<file path="config.mk">
export PLATFORM = sky130hd
export DESIGN_NAME = dll_phase_seq
export DESIGN_NICKNAME = d
export VERILOG_FILES = /design/src/rtl/dps_pkg.sv /design/src/rtl/dps_cfg_reg.sv /design/src/rtl/dps_poll_timer.sv /design/src/rtl/dps_ctrl.sv /design/src/rtl/dll_phase_seq.sv
export SDC_FILE = /design/constraint.sdc
export NUM_CORES = 1
export LEC_CHECK = 0
export ABC_AREA = 1
export BUFFER_PORTS_ARGS = -buffer_cell sky130_fd_sc_hd__buf_2
export CORE_ASPECT_RATIO = 1.5
export CORE_MARGIN = 5
export CORE_UTILIZATION = 30
export CTS_CLUSTER_SIZE = 10
export DETAILED_ROUTE_END_ITERATION = 6
export PLACE_DENSITY = 0.59
export SLEW_MARGIN = 20
export SYNTH_ARGS = -nofsm -noshare
export SYNTH_HDL_FRONTEND = slang
export SYNTH_HIERARCHICAL = 1
export SYNTH_SLANG_ARGS = --single-unit
</file>
<file path="constraint.sdc">
create_clock -name clk -period 1.36 [get_ports clk]
set_clock_uncertainty 0.05 [all_clocks]
set_input_delay 0.136 -clock clk [delete_from_list [all_inputs] [get_ports clk]]
set_output_delay 0.136 -clock clk [all_outputs]
set_load 0.01 [all_outputs]
</file>
<file path="src/rtl/dps_pkg.sv">
// Package: shared constants, state and operation types for the phase sequencer.
// Assumes a 4-bit phase index and a 32-bit configuration register.
package dps_pkg;
    localparam int PH_W       = 4;
    localparam int CFG_W      = 32;
    localparam int B_LINE_EN  = 16;
    localparam int B_REC_EN   = 17;
    localparam int B_OUT_EN   = 18;
    localparam int B_EXT_SEL  = 19;
    localparam int SEL_LSB    = 20;

    typedef enum logic [2:0] {
        ST_IDLE, ST_QUIESCE, ST_WAIT_OFF, ST_LOAD, ST_ENABLE, ST_WAIT_ON, ST_HANDOVER
    } seq_state_e;

    typedef enum logic [2:0] {
        OP_HOLD, OP_QUIESCE, OP_LOAD, OP_ENABLE, OP_HANDOVER
    } cfg_op_e;

    // Reflected binary code of a phase index.
    function automatic logic [PH_W-1:0] to_gray(input logic [PH_W-1:0] b);
        return b ^ (b >> 1);
    endfunction
endpackage

</file>
<file path="src/rtl/dps_cfg_reg.sv">
// Configuration register of the delay line. Applies one field update per cycle
// as selected by the controller. Assumes the controller issues at most one op per cycle.
module dps_cfg_reg
    import dps_pkg::*;
#(
    parameter logic [31:0] CFG_RESET = 32'h0
) (
    input  logic              clk,
    input  logic              rst_n,
    input  cfg_op_e           op_i,
    input  logic [PH_W-1:0]   code_i,
    output logic [CFG_W-1:0]  cfg_o
);
    logic [CFG_W-1:0] cfg_q;

    // Register update: each op touches only its own bits.
    always_ff @(posedge clk) begin
        if (!rst_n) begin
            cfg_q <= CFG_RESET;
        end else begin
            case (op_i)
                OP_QUIESCE: begin
                    cfg_q[B_REC_EN]  <= 1'b0;
                    cfg_q[B_OUT_EN]  <= 1'b0;
                    cfg_q[B_LINE_EN] <= 1'b1;
                    cfg_q[B_EXT_SEL] <= 1'b1;
                end
                OP_LOAD:     cfg_q[SEL_LSB +: PH_W] <= code_i;
                OP_ENABLE:   cfg_q[B_OUT_EN] <= 1'b1;
                OP_HANDOVER: begin
                    cfg_q[B_REC_EN]  <= 1'b1;
                    cfg_q[B_EXT_SEL] <= 1'b0;
                end
                default: ;
            endcase
        end
    end

    assign cfg_o = cfg_q;


    sel_while_off_chk: assert property (@(posedge clk) disable iff (!rst_n)
        (cfg_q[SEL_LSB +: PH_W] != $past(cfg_q[SEL_LSB +: PH_W])) |-> !$past(cfg_q[B_OUT_EN]));


    rec_after_out_chk: assert property (@(posedge clk) disable iff (!rst_n)
        $rose(cfg_q[B_REC_EN]) |-> $past(cfg_q[B_OUT_EN]));
endmodule

</file>
<file path="src/rtl/dps_poll_timer.sv">
// Poll pacing: a tick divider marks poll instants, and a counter tracks how many
// polls the current wait has used. Assumes clr is pulsed before each wait starts.
module dps_poll_timer #(
    parameter int TICKS_PER_POLL = 200,
    parameter int MAX_POLLS      = 50
) (
    input  logic clk,
    input  logic rst_n,
    input  logic clr_i,
    input  logic run_i,
    output logic poll_now_o,
    output logic last_poll_o
);
    localparam int TW = $clog2(TICKS_PER_POLL + 1);
    localparam int PW = $clog2(MAX_POLLS + 1);
    localparam logic [TW-1:0] TICK_RELOAD = TW'(TICKS_PER_POLL - 1);
    localparam logic [PW-1:0] POLL_LAST   = PW'(MAX_POLLS - 1);

    logic [TW-1:0] tick_q;
    logic [PW-1:0] polls_q;

    assign poll_now_o  = (tick_q == '0);
    assign last_poll_o = (polls_q == POLL_LAST);

    // Tick and poll counters: restart on clr, advance while a wait runs.
    always_ff @(posedge clk) begin
        if (!rst_n || clr_i) begin
            tick_q  <= '0;
            polls_q <= '0;
        end else if (run_i) begin
            if (poll_now_o) begin
                tick_q <= TICK_RELOAD;
                if (!last_poll_o) polls_q <= polls_q + 1'b1;
            end else begin
                tick_q <= tick_q - 1'b1;
            end
        end
    end


    poll_bound_chk: assert property (@(posedge clk) disable iff (!rst_n)
        polls_q <= POLL_LAST);
endmodule

</file>
<file path="src/rtl/dps_ctrl.sv">
// Sequencer state machine: accepts a request, steps the register ops and evaluates
// the feedback at each poll instant. Assumes feedback reflects the output-enable bit.
module dps_ctrl
    import dps_pkg::*;
(
    input  logic             clk,
    input  logic             rst_n,
    input  logic             start_i,
    input  logic [PH_W-1:0]  phase_i,
    input  logic             fb_i,
    input  logic             poll_now_i,
    input  logic             last_poll_i,
    output cfg_op_e          op_o,
    output logic [PH_W-1:0]  code_o,
    output logic             clr_o,
    output logic             run_o,
    output logic             busy_o,
    output logic             done_o,
    output logic             err_o
);
    seq_state_e      state_q;
    logic [PH_W-1:0] phase_q;
    logic            done_q, err_q;

    // State, latched phase and result pulses.
    always_ff @(posedge clk) begin
        if (!rst_n) begin
            state_q <= ST_IDLE;
            phase_q <= '0;
            done_q  <= 1'b0;
            err_q   <= 1'b0;
        end else begin
            done_q <= 1'b0;
            err_q  <= 1'b0;
            case (state_q)
                ST_IDLE: if (start_i) begin
                    phase_q <= phase_i;
                    state_q <= ST_QUIESCE;
                end
                ST_QUIESCE:  state_q <= ST_WAIT_OFF;
                ST_WAIT_OFF: if (poll_now_i) begin
                    if (!fb_i) state_q <= ST_LOAD;
                    else if (last_poll_i) begin
                        err_q   <= 1'b1;
                        state_q <= ST_IDLE;
                    end
                end
                ST_LOAD:     state_q <= ST_ENABLE;
                ST_ENABLE:   state_q <= ST_WAIT_ON;
                ST_WAIT_ON: if (poll_now_i) begin
                    if (fb_i) state_q <= ST_HANDOVER;
                    else if (last_poll_i) begin
                        err_q   <= 1'b1;
                        state_q <= ST_IDLE;
                    end
                end
                ST_HANDOVER: begin
                    done_q  <= 1'b1;
                    state_q <= ST_IDLE;
                end
                default: state_q <= ST_IDLE;
            endcase
        end
    end

    // Register op and timer control decoded from the state.
    always_comb begin
        op_o  = OP_HOLD;
        clr_o = 1'b0;
        run_o = 1'b0;
        case (state_q)
            ST_QUIESCE:  begin op_o = OP_QUIESCE; clr_o = 1'b1; end
            ST_WAIT_OFF: run_o = 1'b1;
            ST_LOAD:     op_o = OP_LOAD;
            ST_ENABLE:   begin op_o = OP_ENABLE; clr_o = 1'b1; end
            ST_WAIT_ON:  run_o = 1'b1;
            ST_HANDOVER: op_o = OP_HANDOVER;
            default: ;
        endcase
    end

    assign code_o = to_gray(phase_q);
    assign busy_o = (state_q != ST_IDLE);
    assign done_o = done_q;
    assign err_o  = err_q;


    excl_result_chk: assert property (@(posedge clk) disable iff (!rst_n)
        !(done_q && err_q));

    err_pulse_chk: assert property (@(posedge clk) disable iff (!rst_n)
        err_q |=> !err_q);

    done_pulse_chk: assert property (@(posedge clk) disable iff (!rst_n)
        done_q |=> !done_q);

    err_on_last_chk: assert property (@(posedge clk) disable iff (!rst_n)
        $rose(err_q) |-> $past(last_poll_i));

    idle_at_end_chk: assert property (@(posedge clk) disable iff (!rst_n)
        (done_q || err_q) |-> !busy_o);
endmodule

</file>
<file path="src/rtl/dll_phase_seq.sv">
// Top: delay-line phase programming sequencer. Connects the controller, the poll
// timer and the configuration register. Assumes ck_fb_i is synchronous to clk.
module dll_phase_seq
    import dps_pkg::*;
#(
    parameter int          TICKS_PER_POLL = 200,
    parameter int          MAX_POLLS      = 50,
    parameter logic [31:0] CFG_RESET      = 32'h0
) (
    input  logic        clk,
    input  logic        rst_n,
    input  logic        start_i,
    input  logic [3:0]  phase_i,
    input  logic        ck_fb_i,
    output logic [31:0] cfg_o,
    output logic        busy_o,
    output logic        done_o,
    output logic        err_o
);
    cfg_op_e         op;
    logic [PH_W-1:0] code;
    logic            clr, run, poll_now, last_poll;

    dps_ctrl u_ctrl (
        .clk(clk), .rst_n(rst_n), .start_i(start_i), .phase_i(phase_i),
        .fb_i(ck_fb_i), .poll_now_i(poll_now), .last_poll_i(last_poll),
        .op_o(op), .code_o(code), .clr_o(clr), .run_o(run),
        .busy_o(busy_o), .done_o(done_o), .err_o(err_o)
    );

    dps_poll_timer #(.TICKS_PER_POLL(TICKS_PER_POLL), .MAX_POLLS(MAX_POLLS)) u_timer (
        .clk(clk), .rst_n(rst_n), .clr_i(clr), .run_i(run),
        .poll_now_o(poll_now), .last_poll_o(last_poll)
    );

    dps_cfg_reg #(.CFG_RESET(CFG_RESET)) u_cfg (
        .clk(clk), .rst_n(rst_n), .op_i(op), .code_i(code), .cfg_o(cfg_o)
    );


    quiesce_first_chk: assert property (@(posedge clk) disable iff (!rst_n)
        $rose(busy_o) |=> (!cfg_o[B_REC_EN] && !cfg_o[B_OUT_EN] && cfg_o[B_LINE_EN] && cfg_o[B_EXT_SEL]));
endmodule

</file>
* Yosys cells after proc, flatten, opt, wreduce, memory -nomap -nowiden
Cells that the tools add are included.
** Word-level totals
- Register bits after elaboration :: 31
- Bits of input ports :: 8
- Output and inout bits :: 35
- Logic and storage cells :: 61
** Operators by class
- Add/sub/neg operators :: 2
- Equal/unequal tests :: 14
- Mux-type cells :: 21
- Bitwise gates (word level) :: 2
- Reductions and logical operators :: 12
** Operator list (number)
- 3-bit two-way mux :: 6
- 3-bit one-hot mux with 6 select lines :: 1
- 3-bit by 2-bit equality test with 1-bit output (second input constant) :: 4
- 3-bit equality test (second input constant) :: 4
- 3-bit one-hot mux with 4 select lines :: 1
- 8-bit logical NOT :: 1
- 1-bit two-way mux :: 8
- 8-bit two-way mux :: 1
- 1-bit one-hot mux with 2 select lines :: 4
- 8-bit by 1-bit subtractor with 8-bit output (second input constant) :: 1
- 6-bit by 1-bit adder with 6-bit output (second input constant) :: 1
- 3-bit by 1-bit equality test with 1-bit output (second input constant) :: 2
- 6-bit equality test (second input constant) :: 1
- 2-bit != test (second input constant) :: 3
- 3-bit AND reduction :: 2
- 2-bit nonzero test :: 2
- 2-bit OR reduction :: 2
- 4-bit by 3-bit XOR with 4-bit output :: 1
- 3-bit logical NOT :: 1
- 3-bit nonzero test :: 1
- 2-bit AND reduction :: 1
- 1-bit logical NOT :: 1
- 1-bit logical OR :: 1
- 1-bit NOT :: 1

* Longest topological paths before layout
Gate-level depths: netlist of run 1.
- Word-level depth :: 5
- Gate-level depth with buffers :: 10
- Gate-level depth less buffers :: 10

* Cells and area by module
The synthesis of run 1 kept the hierarchy.
** Modules (own cells, without submodules)
- dps_poll_timer :: times used 1, cells each 119, area each 825.8 um2, seq. area each 280.3 um2
- dps_ctrl :: times used 1, cells each 76, area each 524.3 um2, seq. area each 180.2 um2
- dps_cfg_reg :: times used 1, cells each 62, area each 485.5 um2, seq. area each 160.2 um2

* Worst setup path after synthesis of run 1
OpenSTA, ideal clock, no wires.
- Path type :: register -> register
- Start point :: register u_ctrl.state_q[0]
- End point :: register u_timer.tick_q[7]
- Library setup time :: 0.109 ns
- Data arrival time :: 1.271 ns
- Slack :: -0.070 ns
- Cell stages (with the launch flop) :: 10
- Period minus slack after synthesis :: 1.430 ns
- Path through :: dfxtp_1 -> nand3_2 -> nand2_2 -> nand2_2 -> nor2_4 -> nand3_1 -> nand2_1 -> nand3_1 -> nand2_1 -> inv_1
** On the way
- Elaborated cells on any way between the ends :: 9
** RTL lines
- from (decl) :: line dps_ctrl.sv:21 : seq_state_e state_q;
- from (signal assigned) :: line dps_ctrl.sv:28 : state_q <= ST_IDLE;
- from (signal assigned) :: line dps_ctrl.sv:38 : state_q <= ST_QUIESCE;
- from (signal assigned) :: line dps_ctrl.sv:40 : ST_QUIESCE: state_q <= ST_WAIT_OFF;
- 3-bit by 2-bit equality test with 1-bit output or 3-bit equality test (tied branches) :: line dps_ctrl.sv:71 : case (state_q)
- 2-bit OR reduction (no source line) (*)
- 1-bit two-way mux (*) :: line dps_ctrl.sv:71
- named net run :: line dll_phase_seq.sv:22 : logic clr, run, poll_now, last_poll;
- to (signal assigned) :: line dps_poll_timer.sv:35 : tick_q <= tick_q - 1'b1;
- to (decl) :: line dps_poll_timer.sv:19 : logic [TW-1:0] tick_q;
Mark *: on every way through the listed nets, which the timed path passes. The rest lies on a longest branch.
A chain may end at the register's enable or synchronous reset.

* Final worst setup path of run 1
- Start point :: register u_ctrl.state_q[0]
- End point :: register u_ctrl.state_q[2]
** On the way
- Cells in the longest elaborated chain, start to end :: 3
- Elaborated cells on any way between the ends :: 11
** RTL lines
- 3-bit equality test, or another cell as far along :: line dps_ctrl.sv:35 : case (state_q)
- 2-bit != test (no source line)
- 3-bit AND reduction (no source line)
Parallel ways exist; a longest one is shown, timed or not.

==> flow_summary.ini, run 1 <==
[floorplan]
initial_core_util = 0.3037
pin_count = 43
dieArea_sq_um = 7815
core_area_sq_um = 6043
die_w_microns = 73.87
die_h_microns = 105.8
placementRows = 35

[pwr]
p_int_mw = 3.368
power_density_nw_per_um2 = 2269
p_sw_mw = 2.376
p_comb_frac = 0.567
pwr-share-seq = 0.243
p_leak_nw = 1.141
max-vdd-ir-drop_mv = 1.081
clockPowerShare = 0.190
switching_share = 0.4136

[layout]
final_util = 0.4188
final_cells = 389
multi_input_area_sq_um = 1154
area.growth.synth_to_final_pct = 37.90
final_common_cell = nand2_1
drive_gt1_frac = 0.4127
final_cell_mix = 39 x nand2_1, 35 x buf_4, 26 x inv_1, 24 x conb_1, 23 x dfxtp_1
antenna_cells = 0
nNetsFinal = 326
fillers = 617
final-seq-area_sq_um = 638.1

[timing]
setup_viol = 1
slew_viol_final = 0
fmax_mhz = 725.1
setup_ws_ns = -0.01903
post-route-min-period_ns = 1.379
hold_viol_final = 0
rsz0062_at_grt = yes
period_share = 1.014

[setup_path]
cp_max_fo = 6
cp-end-kind = register
cp.required_ns = 1.52
r2r-end = u_ctrl/state_q[2]$_SDFFE_PN0P_
path_class = register to register
arrival_ns = 1.54
worstReg2RegStart = u_ctrl/state_q[0]$_SDFFE_PN0P_
reg2reg_depth = 7
start_kind = register
ff2ff_setup_slack_ns = -0.02

[job]
maxCapViolations = 0

[detailed_routing]
ant_nets = 0
wl_per_cell_microns = 11.19
dr.pass1.iters = 5
drcViolationCount = 0
drt_iter0_markers = 36
via_per_inst = 4.470
vias = 1739
wl_microns = 4351

[global_route]
grt_usage = 0.1044
grt_pass1_wl_microns = 6417
grt_max_degree = 12
grt_pass1_vias = 1570
overflow = 0
antenna_found_initial = 0

[synthesis]
synthCells = 257
synth_top_area_cell = dfxtp_1
ys_seq_area_frac = 0.3381
ys_types = 23
synth_top_area_frac = 0.3381
synth_warnings = 6
syn_area_sq_um = 1836
synth.area.top_cells = dfxtp_1 34%, buf_4 11%, nand2_1 10%
synth-seq-cells = 31
syn-mean-instance-area_sq_um = 7.142

[clocking]
clock_latency_ns = 0.28
cts_buffer_depth = 2
cts_sinks = 31
cts_made_buffers = 5
clk_root_buffer_cell = clkbuf_8
cts_tree = done
clk_pin_slew_ns = 0.07
htree_levels = 2
cts_hold_buf = 0

[placement]
dpl.hpwl_microns = 3084
place.gp.congestion = 0.8316
dp.cells = 375
port-buffer-count = 18

[run_status]
status = complete, but fails checks
violations = negative setup slack

[hold_path]
hold_path.startpoint = phase_i[3]
hold_end = u_ctrl/phase_q[3]$_SDFFE_PN0P_
holdPathStages = 3
hp-class = input port to register
cell usage after synthesis:
master and number:
conb_1 1, nand3_1 20, inv_1 32, buf_6 1, buf_4 26, a21oi_1 19, ha_1 4, o21ai_0 6
nand2_1 49, nor2_4 3, a31oi_1 2, nand4_1 6, nor3_1 2, a21oi_4 1, xor2_1 8, nand3_2 3
o21ai_1 5, nand2_4 1, inv_2 5, nor2_2 7, nand2_2 9, dfxtp_1 31, nor2_1 16
flip-flops by register name, indices dropped and copies added, names as in the netlist:
signal and flops:
u_ctrl/phase_q 4, u_ctrl/state_q 3, u_ctrl/err_o 1, u_timer/tick_q 8, u_cfg/cfg_o 8, u_ctrl/done_o 1
u_timer/polls_q 6
timing repair:
item | CTS | global route
buffers inserted | 3 | 3
resized for setup | 5 | 57
pin swaps | 3 | 23
setup endpoints to repair | 24 | 24
endpoints found under the hold margin | 0 | 0
cells by family after synthesis:
family	after synthesis	share of synthesized area
other	1	0.002043
adder cells (fa/ha/maj)	4	0.02727
AND/OR/NAND/NOR	116	0.3088
XOR/XNOR	8	0.03817
AO/OA/AOI/OAI	33	0.09748
buffers and inverters	64	0.1881
flip-flops	31	0.3381
stage by stage:
stage	area, sq um	setup TNS (ns)	worst slack (ns)	hold slack [ns]	total power, mW
3_5_place_dp	2133	-0.9003	-0.08220	0.3620	3.853
4_1_cts	2303	0	0.003951	0.05275	5.208
6_report	2531	-0.01903	-0.01903	0.06248	5.744
2_1_floorplan	1932	-0.01396	-0.01396	0.2084	3.027
3_3_place_gp	2133	-0.6991	-0.08402	0.3505	3.829
5_1_grt	2531	-0.7707	-0.09973	0.06059	6.161
area by class of cell:
cell class	instances	share of cell area
Sequential cell	31	0.2521
Tap cell	74	0.03658
Clock buffer	5	0.02719
Multi-Input combinational cell	185	0.4558
Inverter	37	0.05783
Timing Repair Buffer	54	0.1438
Clock inverter	3	0.02669
power groups by stage:
stage                     clock, mW  combinational (mW)  sequential, mW
after floorplan                   0                1.69            1.34
after global placement            0                2.50            1.33
after detailed placement          0                2.52            1.33
after CTS                      1.13                2.76            1.32
after global routing           1.17                3.57            1.43
final                          1.09                3.26            1.39
worst max-delay path, cell delays in order, from the launching register on:
cell and delay [ns]:
dfxtp_4 0.42, inv_4 0.07, nand3_4 0.09, nand2_8 0.08, buf_4 0.16, a21oi_4 0.19
nand2_2 0.10, a21oi_2 0.14
worst max-delay path by stage:
stage	start	to	slack (ns)
final	u_ctrl/state_q[0]$_SDFFE_PN0P_	u_ctrl/state_q[2]$_SDFFE_PN0P_	-0.02
after global routing	u_timer/tick_q[4]$_SDFFE_PP0P_	u_ctrl/state_q[2]$_SDFFE_PN0P_	-0.1
after CTS	u_timer/tick_q[0]$_SDFFE_PP0P_	u_ctrl/state_q[1]$_SDFFE_PN0P_	0.004
after detailed placement	u_ctrl/state_q[0]$_SDFFE_PN0P_	u_timer/tick_q[7]$_SDFFE_PP0P_	-0.08
after global placement	u_timer/polls_q[0]$_SDFFE_PP0P_	u_ctrl/state_q[2]$_SDFFE_PN0P_	-0.08
after floorplan	u_ctrl/state_q[0]$_SDFFE_PN0P_	u_timer/tick_q[7]$_SDFFE_PP0P_	-0.01
per-layer routing:
| metal | vias up | share of wire | global-route usage |
|---|---|---|---|
| met5 | - | 0 | 0 |
| met4 | 0 | 0.029 | 0.05829 |
| met2 | 62 | 0.57 | 0.1904 |
| met3 | 10 | 0.055 | 0.02672 |
| li1 | 885 | - | - |
| met1 | 782 | 0.35 | 0.1018 |
Power figures use the tool's default switching activity.
==> run 2: changes to the inputs <==
--- a/config.mk
+++ b/config.mk
@@ -10,10 +10,10 @@
 export CORE_ASPECT_RATIO = 1.5
 export CORE_MARGIN = 5
 export CORE_UTILIZATION = 30
+export CTS_BUF_LIST = sky130_fd_sc_hd__clkbuf_2 sky130_fd_sc_hd__clkbuf_4 sky130_fd_sc_hd__clkbuf_8
 export CTS_CLUSTER_SIZE = 10
 export DETAILED_ROUTE_END_ITERATION = 6
 export PLACE_DENSITY = 0.59
-export SLEW_MARGIN = 20
 export SYNTH_ARGS = -nofsm -noshare
 export SYNTH_HDL_FRONTEND = slang
 export SYNTH_HIERARCHICAL = 1
==> constraint.sdc (replaced) <==
create_clock -name clk -period 1.36 [get_ports clk]
set_clock_uncertainty 0.05 [all_clocks]
set_input_delay 0.136 -clock clk [delete_from_list [all_inputs] [get_ports clk]]
set_output_delay 0.136 -clock clk [all_outputs]
set_load 0.02 [all_outputs]
==> flow_summary.ini, run 2 (synthesis results as in run 1) <==
[layout]
final_common_cell = nand2_1
area.growth.synth_to_final_pct = 38.45
final_cell_mix = 39 x nand2_1, 34 x buf_4, 26 x inv_1, 24 x conb_1, 23 x dfxtp_1
drive_gt1_frac = 0.4127
fillers = 616
postLayoutCellArea_sq_um = 2541
nNetsFinal = 326
antenna_cells = 0

[clocking]
clk_root_buffer_cell = clkbuf_8
clk_pin_slew_ns = 0.07
cts_sinks = 31
cts_made_buffers = 5
cts_buffer_depth = 2
htree_levels = 2
cts_tree = done
clock_latency_ns = 0.28

[detailed_routing]
ant_nets = 0
drt_iter0_markers = 28
vias = 1730
wl_microns = 4363
drcViolationCount = 0
dr.pass1.iters = 4
via_per_inst = 4.447
wl_per_cell_microns = 11.22

[setup_path]
r2r-end = u_ctrl/state_q[2]$_SDFFE_PN0P_
cp-end-kind = register
cp_max_fo = 6
path_class = register to register
arrival_ns = 1.54
ff2ff_setup_slack_ns = -0.02
reg2reg_depth = 7
start_kind = register
worstReg2RegStart = u_ctrl/state_q[0]$_SDFFE_PN0P_
cp.required_ns = 1.52

[timing]
period_share = 1.012
post-route-min-period_ns = 1.376
setup_ws_ns = -0.01630
setup_viol = 1
rsz0062_at_grt = yes
slew_viol_final = 0
hold_viol_final = 0
fmax_mhz = 726.6

[floorplan]
pin_count = 43
placementRows = 35
die_w_microns = 73.87
initial_core_util = 0.3037
dieArea_sq_um = 7815
die_h_microns = 105.8
core_area_sq_um = 6043

[hold_path]
hp-class = input port to register
holdPathStages = 3
hold_end = u_ctrl/phase_q[3]$_SDFFE_PN0P_
hold_path.startpoint = phase_i[3]

[global_route]
grt_usage = 0.1044
grt_pass1_vias = 1570
grt_pass1_wl_microns = 6417
grt_max_degree = 12
antenna_found_initial = 0
overflow = 0

[pwr]
p_leak_nw = 1.144
max-vdd-ir-drop_mv = 1.222
power_density_nw_per_um2 = 2316

[placement]
placed_area_sq_um = 2133
pre_cts_ws_ns = -0.08220
place.gp.congestion = 0.8316
dpl.hpwl_microns = 3084
port-buffer-count = 18

[run_status]
violations = negative setup slack
status = complete, but fails checks

[job]
maxCapViolations = 0
run 2: cell count changes in the layout (fill, tap and decap cells not counted):
cell,previous run,this run
buf_4,35,34
buf_6,1,3
buf_2,18,17
run 2: cell type report:
type                    instances  area, sq um  area share
multi-input cells             185         1154      0.4540
flip-flops and latches         31        638.1      0.2511
repair buffers                 54        374.1      0.1472
inverters                      37        146.4     0.05761
well taps                      74        92.59     0.03644
clock buffers                   5        68.82     0.02708
clock inverters                 3        67.56     0.02659
run 2: worst max-delay path by stage:
stage                                     endpoint  slack [ns]  depth (start not counted)                             from
global route        u_ctrl/state_q[2]$_SDFFE_PN0P_        -0.1                          7   u_timer/tick_q[4]$_SDFFE_PP0P_
finish              u_ctrl/state_q[2]$_SDFFE_PN0P_       -0.02                          7   u_ctrl/state_q[0]$_SDFFE_PN0P_
CTS                 u_ctrl/state_q[1]$_SDFFE_PN0P_       0.004                          8   u_timer/tick_q[0]$_SDFFE_PP0P_
detailed placement  u_timer/tick_q[7]$_SDFFE_PP0P_       -0.08                          9   u_ctrl/state_q[0]$_SDFFE_PN0P_
global placement    u_ctrl/state_q[2]$_SDFFE_PN0P_       -0.08                          8  u_timer/polls_q[0]$_SDFFE_PP0P_
floorplan           u_timer/tick_q[7]$_SDFFE_PP0P_       -0.01                          9   u_ctrl/state_q[0]$_SDFFE_PN0P_
run 2: worst max-delay path: stages (launching register included):
cell and delay [ns]:
dfxtp_4 0.42, inv_4 0.07, nand3_4 0.09, nand2_8 0.08, buf_4 0.16, a21oi_4 0.19
nand2_2 0.09, a21oi_2 0.14
run 2: metrics by stage:
| step | cells | utilization | hold slack [ns] | power [mW] | TNS, ns |
|---|---|---|---|---|---|
| floorplan | 280 | - | 0.2084 | 3.111 | -0.01396 |
| global placement | 375 | 0.3530 | 0.3505 | 3.911 | -0.6991 |
| detailed placement | 375 | 0.3530 | 0.3620 | 3.936 | -0.9003 |
| CTS | 386 | 0.3812 | 0.05275 | 5.291 | 0 |
| global route | 389 | 0.4205 | 0.06059 | 6.292 | -0.7045 |
| finish | 389 | 0.4205 | 0.06249 | 5.885 | -0.01630 |
run 2: timing repair:
action                     CTS  global route
pin swaps                    3            23
hold buffers                 0             0
hold endpoints to repair     0             0
gates resized for setup      5            60
setup endpoints to repair   24            25
buffers inserted             3             3
run 2: power by group:
| part | internal (mW) | switching (mW) |
|---|---|---|
| Clock | 0.731 | 0.362 |
| Combinational | 1.52 | 1.88 |
| Sequential | 1.16 | 0.237 |
run 2: metal layers:
metal  track usage  part of all wire  wire length (microns)
met4       0.05829             0.029                    125
met1        0.1018              0.35                   1515
met2        0.1904              0.57                   2475
met5             0                 0                      0
met3       0.02672             0.057                    247
